==> src/rtl/sort_insert_pkg.sv <==
package sort_insert_pkg;

  // Per-slot source select, exactly one bit set.
  typedef struct packed {
    logic keepOwn;   // slot keeps stored entry at the same index
    logic pickNew;   // slot takes the incoming value
    logic pickPrev;  // slot takes stored entry one index lower
  } laneSel_t;

endpackage

==> src/rtl/insert_ctrl.sv <==
module insert_ctrl
  import sort_insert_pkg::*;
#(
  parameter int NUM_ENTRIES = 4,
  parameter int DATA_W      = 8
) (
  input  logic [NUM_ENTRIES*DATA_W-1:0] storedFlat,
  input  logic [DATA_W-1:0]             newVal,
  output laneSel_t [NUM_ENTRIES:0]      laneSel
);

  localparam int LANES = NUM_ENTRIES + 1;

  logic [NUM_ENTRIES-1:0] exceeds;

  // One comparator per stored entry, all in parallel.
  for (genvar e = 0; e < NUM_ENTRIES; e++) begin : g_cmp
    assign exceeds[e] = storedFlat[e*DATA_W +: DATA_W] > newVal;
  end

  // Select strobes decoded from the thermometer edge.
  for (genvar k = 0; k < LANES; k++) begin : g_lane
    if (k == 0) begin : g_first
      assign laneSel[k].keepOwn  = ~exceeds[0];
      assign laneSel[k].pickNew  =  exceeds[0];
      assign laneSel[k].pickPrev =  1'b0;
    end else if (k == NUM_ENTRIES) begin : g_top
      assign laneSel[k].keepOwn  =  1'b0;
      assign laneSel[k].pickNew  = ~exceeds[k-1];
      assign laneSel[k].pickPrev =  exceeds[k-1];
    end else begin : g_mid
      assign laneSel[k].keepOwn  = ~exceeds[k];
      assign laneSel[k].pickNew  =  exceeds[k] & ~exceeds[k-1];
      assign laneSel[k].pickPrev =  exceeds[k] &  exceeds[k-1];
    end
  end

  // ---------------- checks ----------------
  logic inSorted;
  always_comb begin
    inSorted = 1'b1;
    for (int i = 1; i < NUM_ENTRIES; i++)
      if (storedFlat[(i-1)*DATA_W +: DATA_W] > storedFlat[i*DATA_W +: DATA_W])
        inSorted = 1'b0;
  end

  always_comb begin
    for (int k = 0; k < LANES; k++) begin

      lane_onehot_chk: assert ($onehot(laneSel[k]))
        else $error("slot %0d select not one-hot", k);
    end
  end

  always_comb begin
    if (inSorted) begin
      for (int i = 1; i < NUM_ENTRIES; i++) begin

        flag_thermo_chk: assert (!exceeds[i-1] || exceeds[i])
          else $error("flag vector not a thermometer at %0d", i);
      end
    end
  end

  always_comb begin
    for (int i = 0; i < NUM_ENTRIES; i++) begin
      if (storedFlat[i*DATA_W +: DATA_W] == newVal) begin

        tie_stays_chk: assert (laneSel[i].keepOwn)
          else $error("equal entry %0d was moved", i);
      end
    end
  end

  int newCount;
  always_comb begin
    newCount = 0;
    for (int k = 0; k < LANES; k++)
      if (laneSel[k].pickNew) newCount++;
  end

  always_comb begin
    if (inSorted) begin

      single_new_chk: assert (newCount == 1)
        else $error("new value placed %0d times", newCount);
    end
  end

endmodule

==> src/rtl/insert_path.sv <==
module insert_path
  import sort_insert_pkg::*;
#(
  parameter int NUM_ENTRIES = 4,
  parameter int DATA_W      = 8
) (
  input  logic [NUM_ENTRIES*DATA_W-1:0]     storedFlat,
  input  logic [DATA_W-1:0]                 newVal,
  input  laneSel_t [NUM_ENTRIES:0]          laneSel,
  output logic [(NUM_ENTRIES+1)*DATA_W-1:0] sortedFlat
);

  localparam int LANES = NUM_ENTRIES + 1;
  localparam int SUM_W = DATA_W + $clog2(LANES) + 1;

  // One AND-OR select per slot.
  for (genvar k = 0; k < LANES; k++) begin : g_mux
    logic [DATA_W-1:0] ownTerm, prevTerm, newTerm;
    assign newTerm = {DATA_W{laneSel[k].pickNew}} & newVal;
    if (k < NUM_ENTRIES) begin : g_own
      assign ownTerm = {DATA_W{laneSel[k].keepOwn}} & storedFlat[k*DATA_W +: DATA_W];
    end else begin : g_noOwn
      assign ownTerm = '0;
    end
    if (k > 0) begin : g_prev
      assign prevTerm = {DATA_W{laneSel[k].pickPrev}} & storedFlat[(k-1)*DATA_W +: DATA_W];
    end else begin : g_noPrev
      assign prevTerm = '0;
    end
    assign sortedFlat[k*DATA_W +: DATA_W] = ownTerm | prevTerm | newTerm;
  end

  // ---------------- checks ----------------
  logic inSorted;
  logic [SUM_W-1:0] sumIn, sumOut;
  logic [DATA_W-1:0] lastStored, topSlot, topExp;
  always_comb begin
    inSorted = 1'b1;
    sumIn    = SUM_W'(newVal);
    sumOut   = '0;
    for (int i = 0; i < NUM_ENTRIES; i++) begin
      sumIn = sumIn + SUM_W'(storedFlat[i*DATA_W +: DATA_W]);
      if (i > 0 && storedFlat[(i-1)*DATA_W +: DATA_W] > storedFlat[i*DATA_W +: DATA_W])
        inSorted = 1'b0;
    end
    for (int k = 0; k < LANES; k++)
      sumOut = sumOut + SUM_W'(sortedFlat[k*DATA_W +: DATA_W]);
    lastStored = storedFlat[(NUM_ENTRIES-1)*DATA_W +: DATA_W];
    topSlot    = sortedFlat[NUM_ENTRIES*DATA_W +: DATA_W];
    topExp     = (newVal > lastStored) ? newVal : lastStored;
  end

  always_comb begin
    if (inSorted) begin
      for (int k = 1; k < LANES; k++) begin

        out_ascend_chk: assert (sortedFlat[(k-1)*DATA_W +: DATA_W] <= sortedFlat[k*DATA_W +: DATA_W])
          else $error("slots %0d and %0d out of order", k-1, k);
      end
    end
  end

  always_comb begin
    if (inSorted) begin

      value_conserve_chk: assert (sumOut == sumIn)
        else $error("output total %0d differs from input total %0d", sumOut, sumIn);

      top_slot_max_chk: assert (topSlot == topExp)
        else $error("top slot %0d, larger input %0d", topSlot, topExp);
    end
  end

endmodule

==> src/rtl/sort_insert_net.sv <==
module sort_insert_net
  import sort_insert_pkg::*;
#(
  parameter int NUM_ENTRIES = 4,
  parameter int DATA_W      = 8
) (
  input  logic [NUM_ENTRIES*DATA_W-1:0]     storedFlat,
  input  logic [DATA_W-1:0]                 newVal,
  output logic [(NUM_ENTRIES+1)*DATA_W-1:0] sortedFlat
);

  laneSel_t [NUM_ENTRIES:0] laneSel;

  insert_ctrl #(.NUM_ENTRIES(NUM_ENTRIES), .DATA_W(DATA_W)) u_ctrl (
    .storedFlat (storedFlat),
    .newVal     (newVal),
    .laneSel    (laneSel)
  );

  insert_path #(.NUM_ENTRIES(NUM_ENTRIES), .DATA_W(DATA_W)) u_path (
    .storedFlat (storedFlat),
    .newVal     (newVal),
    .laneSel    (laneSel),
    .sortedFlat (sortedFlat)
  );

endmodule

==> config.mk <==
export PLATFORM = sky130hd
export DESIGN_NAME = sort_insert_net
export DESIGN_NICKNAME = d
export VERILOG_FILES = /design/src/rtl/sort_insert_pkg.sv /design/src/rtl/insert_ctrl.sv /design/src/rtl/insert_path.sv /design/src/rtl/sort_insert_net.sv
export SDC_FILE = /design/constraint.sdc
export NUM_CORES = 1
export LEC_CHECK = 0
export ABC_AREA = 1
export ABC_CLOCK_PERIOD_IN_PS = 1800
export BUFFER_PORTS_ARGS = -buffer_cell sky130_fd_sc_hd__buf_2
export CAP_MARGIN = 20
export CORE_MARGIN = 2
export CORE_UTILIZATION = 40
export DETAILED_ROUTE_END_ITERATION = 6
export GPL_TIMING_DRIVEN = 1
export PLACE_DENSITY = 0.73
export SETUP_SLACK_MARGIN = 0.2
export SLEW_MARGIN = 30
export SYNTH_ARGS = -nofsm -noshare
export SYNTH_HDL_FRONTEND = slang
export SYNTH_SLANG_ARGS = --single-unit
==> constraint.sdc <==
create_clock -name vclk -period 1.8
set_input_delay 0.18 -clock vclk [all_inputs]
set_output_delay 0.18 -clock vclk [all_outputs]
set_load 0.01 [all_outputs]
==> results of run 1 <==
## stage by stage
| step | util | setup TNS, ns |
|---|---|---|
| after global placement | 0.590 | -8.26 |
| after floorplan | - | 0 |
| after CTS | 0.894 | -1.57 |
| after detailed placement | 0.590 | -10.02 |
## what timing repair did
action / CTS
cloned: 4
endpoints found under the hold margin: 0
setup endpoints to repair: 40
resized for setup: 180
buffers inserted: 23
pin swaps: 50
## cell families after synthesis
family                   after synthesis  synth area share
AO/OA/AOI/OAI                         32             0.144
adder cells (fa/ha/maj)               32             0.239
buffers and inverters                 39             0.126
AND/OR/NAND/NOR                      168             0.490
## synth_stat cells
| cell | number | area share |
|---|---|---|
| nand4_2 | 1 | 0.0075 |
| o21ai_0 | 8 | 0.024 |
| a21oi_2 | 1 | 0.0052 |
| nand2_4 | 1 | 0.0067 |
| inv_2 | 2 | 0.0045 |
| a21o_1 | 4 | 0.018 |
| buf_4 | 3 | 0.013 |
| o21ai_2 | 9 | 0.047 |
| nand2_1 | 72 | 0.16 |
| buf_6 | 7 | 0.047 |
| nand3_2 | 5 | 0.030 |
| inv_1 | 26 | 0.058 |
| a21oi_4 | 3 | 0.029 |
| ha_1 | 32 | 0.24 |
| nand3_1 | 68 | 0.20 |
| buf_2 | 1 | 0.0030 |
| nor2_1 | 4 | 0.0090 |
| nor2_2 | 5 | 0.019 |
| nand4_1 | 2 | 0.0075 |
| a21oi_1 | 7 | 0.021 |
| nor2_4 | 3 | 0.020 |
| nand2_2 | 7 | 0.026 |
==> run summary, run 1 <==
Hold_buf cts = 0
Yosys warnings = 0
Top Ports = 80
Gpl congestion = 0.894
Status = aborted with a tool error
Mapped Area = 1670 um^2
Largest net degree at the start of global routing = 17
Post-Place Worst Slack = -0.458 ns
Post-DP HPWL = 4870 um
Worst endpoint type = top-level output
Die H = 68.7 um
Synth cell types = 22
Starting density of the core = 0.419
Row Count = 23
Placement-stage cell area = 2360 um^2
Die W = 68.7 um
Failed at = global routing (5_1_grt)
PortBufs = 80
Synth Instances = 271
Post-synthesis sequential area ratio = 0
Stop err = [ERROR DPL-0038] Utilization greater than 100%, impossible to legalize
Syn avg cell area = 6.18 um^2
Post-Place Cells = 429
Syn_nets = 343
GRT worst endpoint = sortedFlat[24]
==> run 2, diff against run 1 <==
--- a/config.mk
+++ b/config.mk
@@ -10,11 +10,10 @@
 export BUFFER_PORTS_ARGS = -buffer_cell sky130_fd_sc_hd__buf_2
 export CAP_MARGIN = 20
 export CORE_MARGIN = 2
-export CORE_UTILIZATION = 40
+export CORE_UTILIZATION = 25
 export DETAILED_ROUTE_END_ITERATION = 6
 export GPL_TIMING_DRIVEN = 1
-export PLACE_DENSITY = 0.73
-export SETUP_SLACK_MARGIN = 0.2
+export PLACE_DENSITY_LB_ADDON = 0.15
 export SLEW_MARGIN = 30
 export SYNTH_ARGS = -nofsm -noshare
 export SYNTH_HDL_FRONTEND = slang
==> run summary, run 2 <==
Status = complete, but fails checks (was aborted with a tool error)
Failing checks = DRC, setup timing
Layout cells sized above 1 = 0.821
Synth top area share = 0.239 (unchanged)
WP data arrival = 1.73 ns
Most common cell in the synthesized netlist = nand2_1 (unchanged)
Die W = 85.8 um (was 68.7 um)
Syn avg cell area = 6.18 um^2 (unchanged)
Gpl congestion = 0.893 (was 0.894)
Layout overhead on the synthesized area = 139%
Post-Place Cells = 455 (was 429)
Reg area = 0 um^2
Final-layout fill cell count = 538
Pins Over Slew Limit = 0
Setup ws final = -0.114 ns
Clk_buf instances = 0
Leading area contributor after synthesis = ha_1 (unchanged)
WL/cell = 17.8 um
Post-synth top cells = nand2_1, nand3_1, ha_1, inv_1, o21ai_2 (unchanged)
Placeable Area = 6420 um^2
Starting DRT DRC Count = 84
Reported max-cap violation count = 0
NumNets Final = 482
Remaining antenna violation count = 0
Initial antenna violation count = 0
Max VDD drop = 0.219 mV
Post-DP HPWL = 5630 um (was 4870 um)
Synth Instances = 271 (unchanged)
Fmax achieved = 522 MHz
Vias = 2,468
Most frequent cells in the layout = nand3_2, buf_2, buf_6, nand2_1, buf_4
PortBufs = 80 (unchanged)
Power per Cell Area = 412 nW/um^2
Final Util = 0.622
Total power draw = 1.65 mW
Final hold vios = 0
Synth cell types = 22 (unchanged)
CP Cell Sequence = buf_8 > inv_6 > buf_8 > ha_4 > nand2_4 > nor2_4 > nand2_4 > a21oi_4 > buf_6 > nand3_1 > nand3_2 > buf_6
Crit path kind = in -> out
Period Utilization, post-route = 1.06
Critical Path Fanout Max = 10
Mapped Area = 1670 um^2 (unchanged)
Syn_nets = 343 (unchanged)
Routed WL = 8640 um
Largest net degree at the start of global routing = 17
Drc violations = 6
Full die area = 7370 um^2
Worst path slowest cell = ha_4
Drt pass-1 iters = 6
First-pass GRT wire length = 12,700 um
Hold Crit Class = in -> out
Non-Filler Instances = 485
Total gr overflow = 0
FFs & Latches = 0
Static Leak = 1.84 nW
Critical path launch point type = primary input
Vias in the first global route = 2,463
Unrepaired setup endpoints after global routing = true
Final Setup Violations = 30
Gr usage total = 0.217
Starting density of the core = 0.261 (was 0.419)
Yosys warnings = 0 (unchanged)
CP required = 1.62 ns
Actual slew at the worst max-slew pin = 0.210 ns
# diodes = 0
Die H = 85.8 um (was 68.7 um)
Leading post-synthesis cells by cell area = ha_1, nand3_1, nand2_1, inv_1, buf_6 (unchanged)
CP endpoint kind = output pin
Post-synthesis sequential area ratio = 0 (unchanged)
Crit path largest cell delay = 0.30 ns
Slew headroom = 0.859
Post-layout min period = 1.91 ns
Row Count = 29 (was 23)
Most common cell after layout, fill and taps aside = nand3_2
Top Ports = 80 (unchanged)
Critical path buffers and inverters = 5
Vias per std cell = 5.09
Crit-path leading delay family = buffers and inverters
-- run 2: logic make-up (layout without fill, tap and decap cells) --
| kind of cell | count (synthesis) | after routing | synth area share |
|---|---|---|---|
| simple gates | 168 | 169 | 0.490 |
| compound gates | 32 | 34 | 0.144 |
| fa+ha+maj | 32 | 32 | 0.239 |
| buf+inv | 39 | 173 | 0.126 |
-- run 2: final timing paths --
check,start,to,slack (ns),cells after the start
worst max-delay path,newVal[5],sortedFlat[23],-0.11,12
worst min-delay path,storedFlat[4],sortedFlat[4],0.71,4
-- run 2: stage by stage --
step	worst slack, ns	setup TNS, ns	hold WS (ns)	cell area [um^2]
after global placement	-0.454	-10.32	0.700	2390
after detailed placement	-0.451	-10.69	0.698	2390
final	-0.114	-1.79	0.707	4000
after floorplan	0.198	0	0.475	1670
after CTS	-0.105	-1.68	0.708	3320
after global routing	-0.181	-4.31	0.726	4000
-- run 2: tightest hold or removal path, delay by kind of cell --
kind	cells	cell delay (ns)
buffers and inverters	2	0.24
and+or+nand+nor	1	0.06
AOI/OAI and AO/OA	1	0.04
-- run 2: what timing repair did --
item / CTS / global route
buffers inserted: 19 / 9
hold buffers: 0 / 0
pin swaps: 30 / 59
endpoints found under the setup margin: 40 / 40
gates resized for setup: 134 / 145
gates cloned: 7 / 1
-- run 2: power breakdown --
part           internal (mW)  switching [mW]  total (mW)
Sequential                 0               0           0
Clock                      0               0           0
Combinational          0.800           0.846        1.65
-- run 2: per-layer routing --
metal	track usage	vias up	part of all wire
li1	-	1215	-
met1	0.289	1174	0.41
met2	0.401	69	0.53
met3	0.0115	10	0.042
met4	0.0159	0	0.017
met5	0	-	0
-- run 2: final cells by class --
type / instances / area [um^2] / area share
inverters: 28 / 135 / 0.0338
well taps: 77 / 96.3 / 0.0241
repair buffers: 145 / 1340 / 0.335
multi-input cells: 235 / 2430 / 0.607
Note: power is estimated with default switching activity, not from simulation.
==> run 3, diff against run 2 <==
--- a/config.mk
+++ b/config.mk
@@ -6,15 +6,15 @@
 export NUM_CORES = 1
 export LEC_CHECK = 0
 export ABC_AREA = 1
-export ABC_CLOCK_PERIOD_IN_PS = 1800
-export BUFFER_PORTS_ARGS = -buffer_cell sky130_fd_sc_hd__buf_2
+export ABC_CLOCK_PERIOD_IN_PS = 2300
+export BUFFER_PORTS_ARGS = -buffer_cell sky130_fd_sc_hd__buf_4
 export CAP_MARGIN = 20
 export CORE_MARGIN = 2
 export CORE_UTILIZATION = 25
 export DETAILED_ROUTE_END_ITERATION = 6
 export GPL_TIMING_DRIVEN = 1
 export PLACE_DENSITY_LB_ADDON = 0.15
-export SLEW_MARGIN = 30
+export SLEW_MARGIN = 10
 export SYNTH_ARGS = -nofsm -noshare
 export SYNTH_HDL_FRONTEND = slang
 export SYNTH_SLANG_ARGS = --single-unit
==> constraint.sdc (replaced) <==
create_clock -name vclk -period 2.3
set_input_delay 0.23 -clock vclk [all_inputs]
set_output_delay 0.23 -clock vclk [all_outputs]
set_load 0.01 [all_outputs]
==> run summary, run 3 (same netlist as run 2, synthesis figures left out) <==
Status = complete, but fails checks (unchanged)
Failing checks = DRC (was DRC, setup timing)
Static Leak = 1.39 nW (was 1.84 nW)
Sw Pwr = 0.432 mW (was 0.846 mW)
TNS Setup = 0 ns (was -1.79 ns)
Full die area = 7370 um^2 (unchanged)
Power per Cell Area = 319 nW/um^2 (was 412 nW/um^2)
Switch share = 0.539 (was 0.514)
First-pass GRT wire length = 10,300 um (was 12,700 um)
CP endpoint kind = output pin (unchanged)
Critical path launch point type = primary input (unchanged)
Post-DP HPWL = 5530 um (was 5630 um)
Vias = 2,132 (was 2,468)
Most frequent cells in the layout = buf_4, nand2_1, nand3_1, ha_1, inv_1 (was nand3_2, buf_2, buf_6, nand2_1, buf_4)
Gate power share = 1.000 (about the same)
Layout cells sized above 1 = 0.398 (was 0.821)
Row Count = 29 (unchanged)
CP Cell Sequence = buf_4 > inv_1 > buf_4 > ha_1 > nand2_1 > nand2_1 > nand2_1 > nand2_1 > nand2_2 > nand2_1 > nand2_2 > buf_4 > nand3_1 > nand3_1 > buf_4 (was buf_8 > inv_6 > buf_8 > ha_4 > nand2_4 > nor2_4 > nand2_4 > a21oi_4 > buf_6 > nand3_1 > nand3_2 > buf_6)
Stages on worst setup path = 15 (was 12)
Vias in the first global route = 2,038 (was 2,463)
Post-Place Worst Slack = -0.0607 ns (was -0.451 ns)
Fmax achieved = 467 MHz
Clk_buf instances = 0 (unchanged)
Worst path slowest cell = ha_1 (was ha_4)
Hold_ws = 0.772 ns (was 0.707 ns)
Vias per std cell = 4.78 (was 5.09)
Crit path kind = in -> out (unchanged)
Die H = 85.8 um (unchanged)
FFs & Latches = 0 (unchanged)
Initial antenna violation count = 0 (unchanged)
Slew headroom = 0.646 (was 0.859)
Clk pwr share = 0 (about the same)
Placement-stage cell area = 2490 um^2 (was 2390 um^2)
Layout overhead on the synthesized area = 49.7% (was 139%)
Pins Over Slew Limit = 0 (unchanged)
Crit-path leading delay family = buffers and inverters (unchanged)
Final instance area = 2510 um^2 (was 4000 um^2)
Drt pass-1 iters = 7 (was 6)
Starting DRT DRC Count = 117 (was 84)
NumNets Final = 443 (was 482)
Top Ports = 80 (unchanged)
Final Util = 0.390 (was 0.622)
Max VDD drop = 0.145 mV (was 0.219 mV)
Total gr overflow = 0 (unchanged)
Gr usage total = 0.171 (was 0.217)
Period Utilization, post-route = 0.931
Unrepaired setup endpoints after global routing = false (was true)
Critical Path Fanout Max = 7 (was 10)
Placeable Area = 6420 um^2 (unchanged)
Reported max-cap violation count = 0 (unchanged)
Remaining antenna violation count = 0 (unchanged)
WL/cell = 14.5 um (was 17.8 um)
Gpl congestion = 0.863 (was 0.893)
WP data arrival = 1.91 ns (was 1.73 ns)
Reg area = 0 um^2 (unchanged)
Actual slew at the worst max-slew pin = 0.530 ns (was 0.210 ns)
CP required = 2.07 ns (was 1.62 ns)
Largest net degree at the start of global routing = 19 (was 17)
Most used cell along the critical path = nand2_1
Setup ws final = 0.158 ns (was -0.114 ns)
Hold Crit Class = in -> out (unchanged)
# diodes = 0 (unchanged)
Final-layout fill cell count = 702 (was 538)
Drc violations = 6 (unchanged)
Sequential power share = 0 (about the same)
Cell count of the worst hold path = 4 (unchanged)
Routed WL = 6450 um (was 8640 um)
Final hold vios = 0 (unchanged)
Post-layout min period = 2.14 ns
Die W = 85.8 um (unchanged)
Starting density of the core = 0.261 (unchanged)
Final Setup Violations = 0 (was 30)
Crit path largest cell delay = 0.25 ns (was 0.30 ns)
Most common cell after layout, fill and taps aside = buf_4 (was nand3_2)
Internal Power = 0.369 mW (was 0.800 mW)
Critical path buffers and inverters = 5 (unchanged)
PortBufs = 80 (unchanged)
run 3: cell types whose count changed in the layout (fill, tap and decap cells not counted), sizes merged:
cell	change
clkbuf	-1
nand2	-1
a21oi	-1
buf	-36
run 3: worst paths after layout:
path | from | endpoint | slack (ns)
worst max-delay path | newVal[1] | sortedFlat[20] | 0.16
worst min-delay path | storedFlat[25] | sortedFlat[33] | 0.77
run 3: layer usage:
layer,share of wire,track usage,vias to the layer above
li1,-,-,1120
met1,0.47,0.240,945
met2,0.48,0.306,65
met3,0.050,0.0125,2
met4,0.00062,0,0
met5,0,0,-
run 3: area by class of cell:
| cell class | instances | area, um^2 | share of cell area |
|---|---|---|---|
| multi-input combinational | 233 | 1480 | 0.591 |
| timing repair buffer | 108 | 823 | 0.329 |
| inverter | 28 | 105 | 0.0419 |
| tap | 77 | 96.3 | 0.0384 |
run 3: through the flow:
step	power [mW]	cells
3_3_place_gp	0.798	445
3_5_place_dp	0.800	445
5_1_grt	0.881	446
2_1_floorplan	0.446	271
6_report	0.800	446
4_1_cts	0.808	446
run 3: power groups by stage:
stage / Combinational, mW / Sequential [mW] / Clock (mW)
3_5_place_dp: 0.800 / 0 / 0
3_3_place_gp: 0.798 / 0 / 0
6_report: 0.800 / 0 / 0
5_1_grt: 0.881 / 0 / 0
2_1_floorplan: 0.446 / 0 / 0
4_1_cts: 0.808 / 0 / 0
run 3: timing repair:
action                                  CTS  global route
buffers inserted                          0             0
gates cloned                              1             0
pin swaps                                 1             0
hold buffers                              0             0
resized for setup                         1             1
endpoints found under the setup margin   14             1
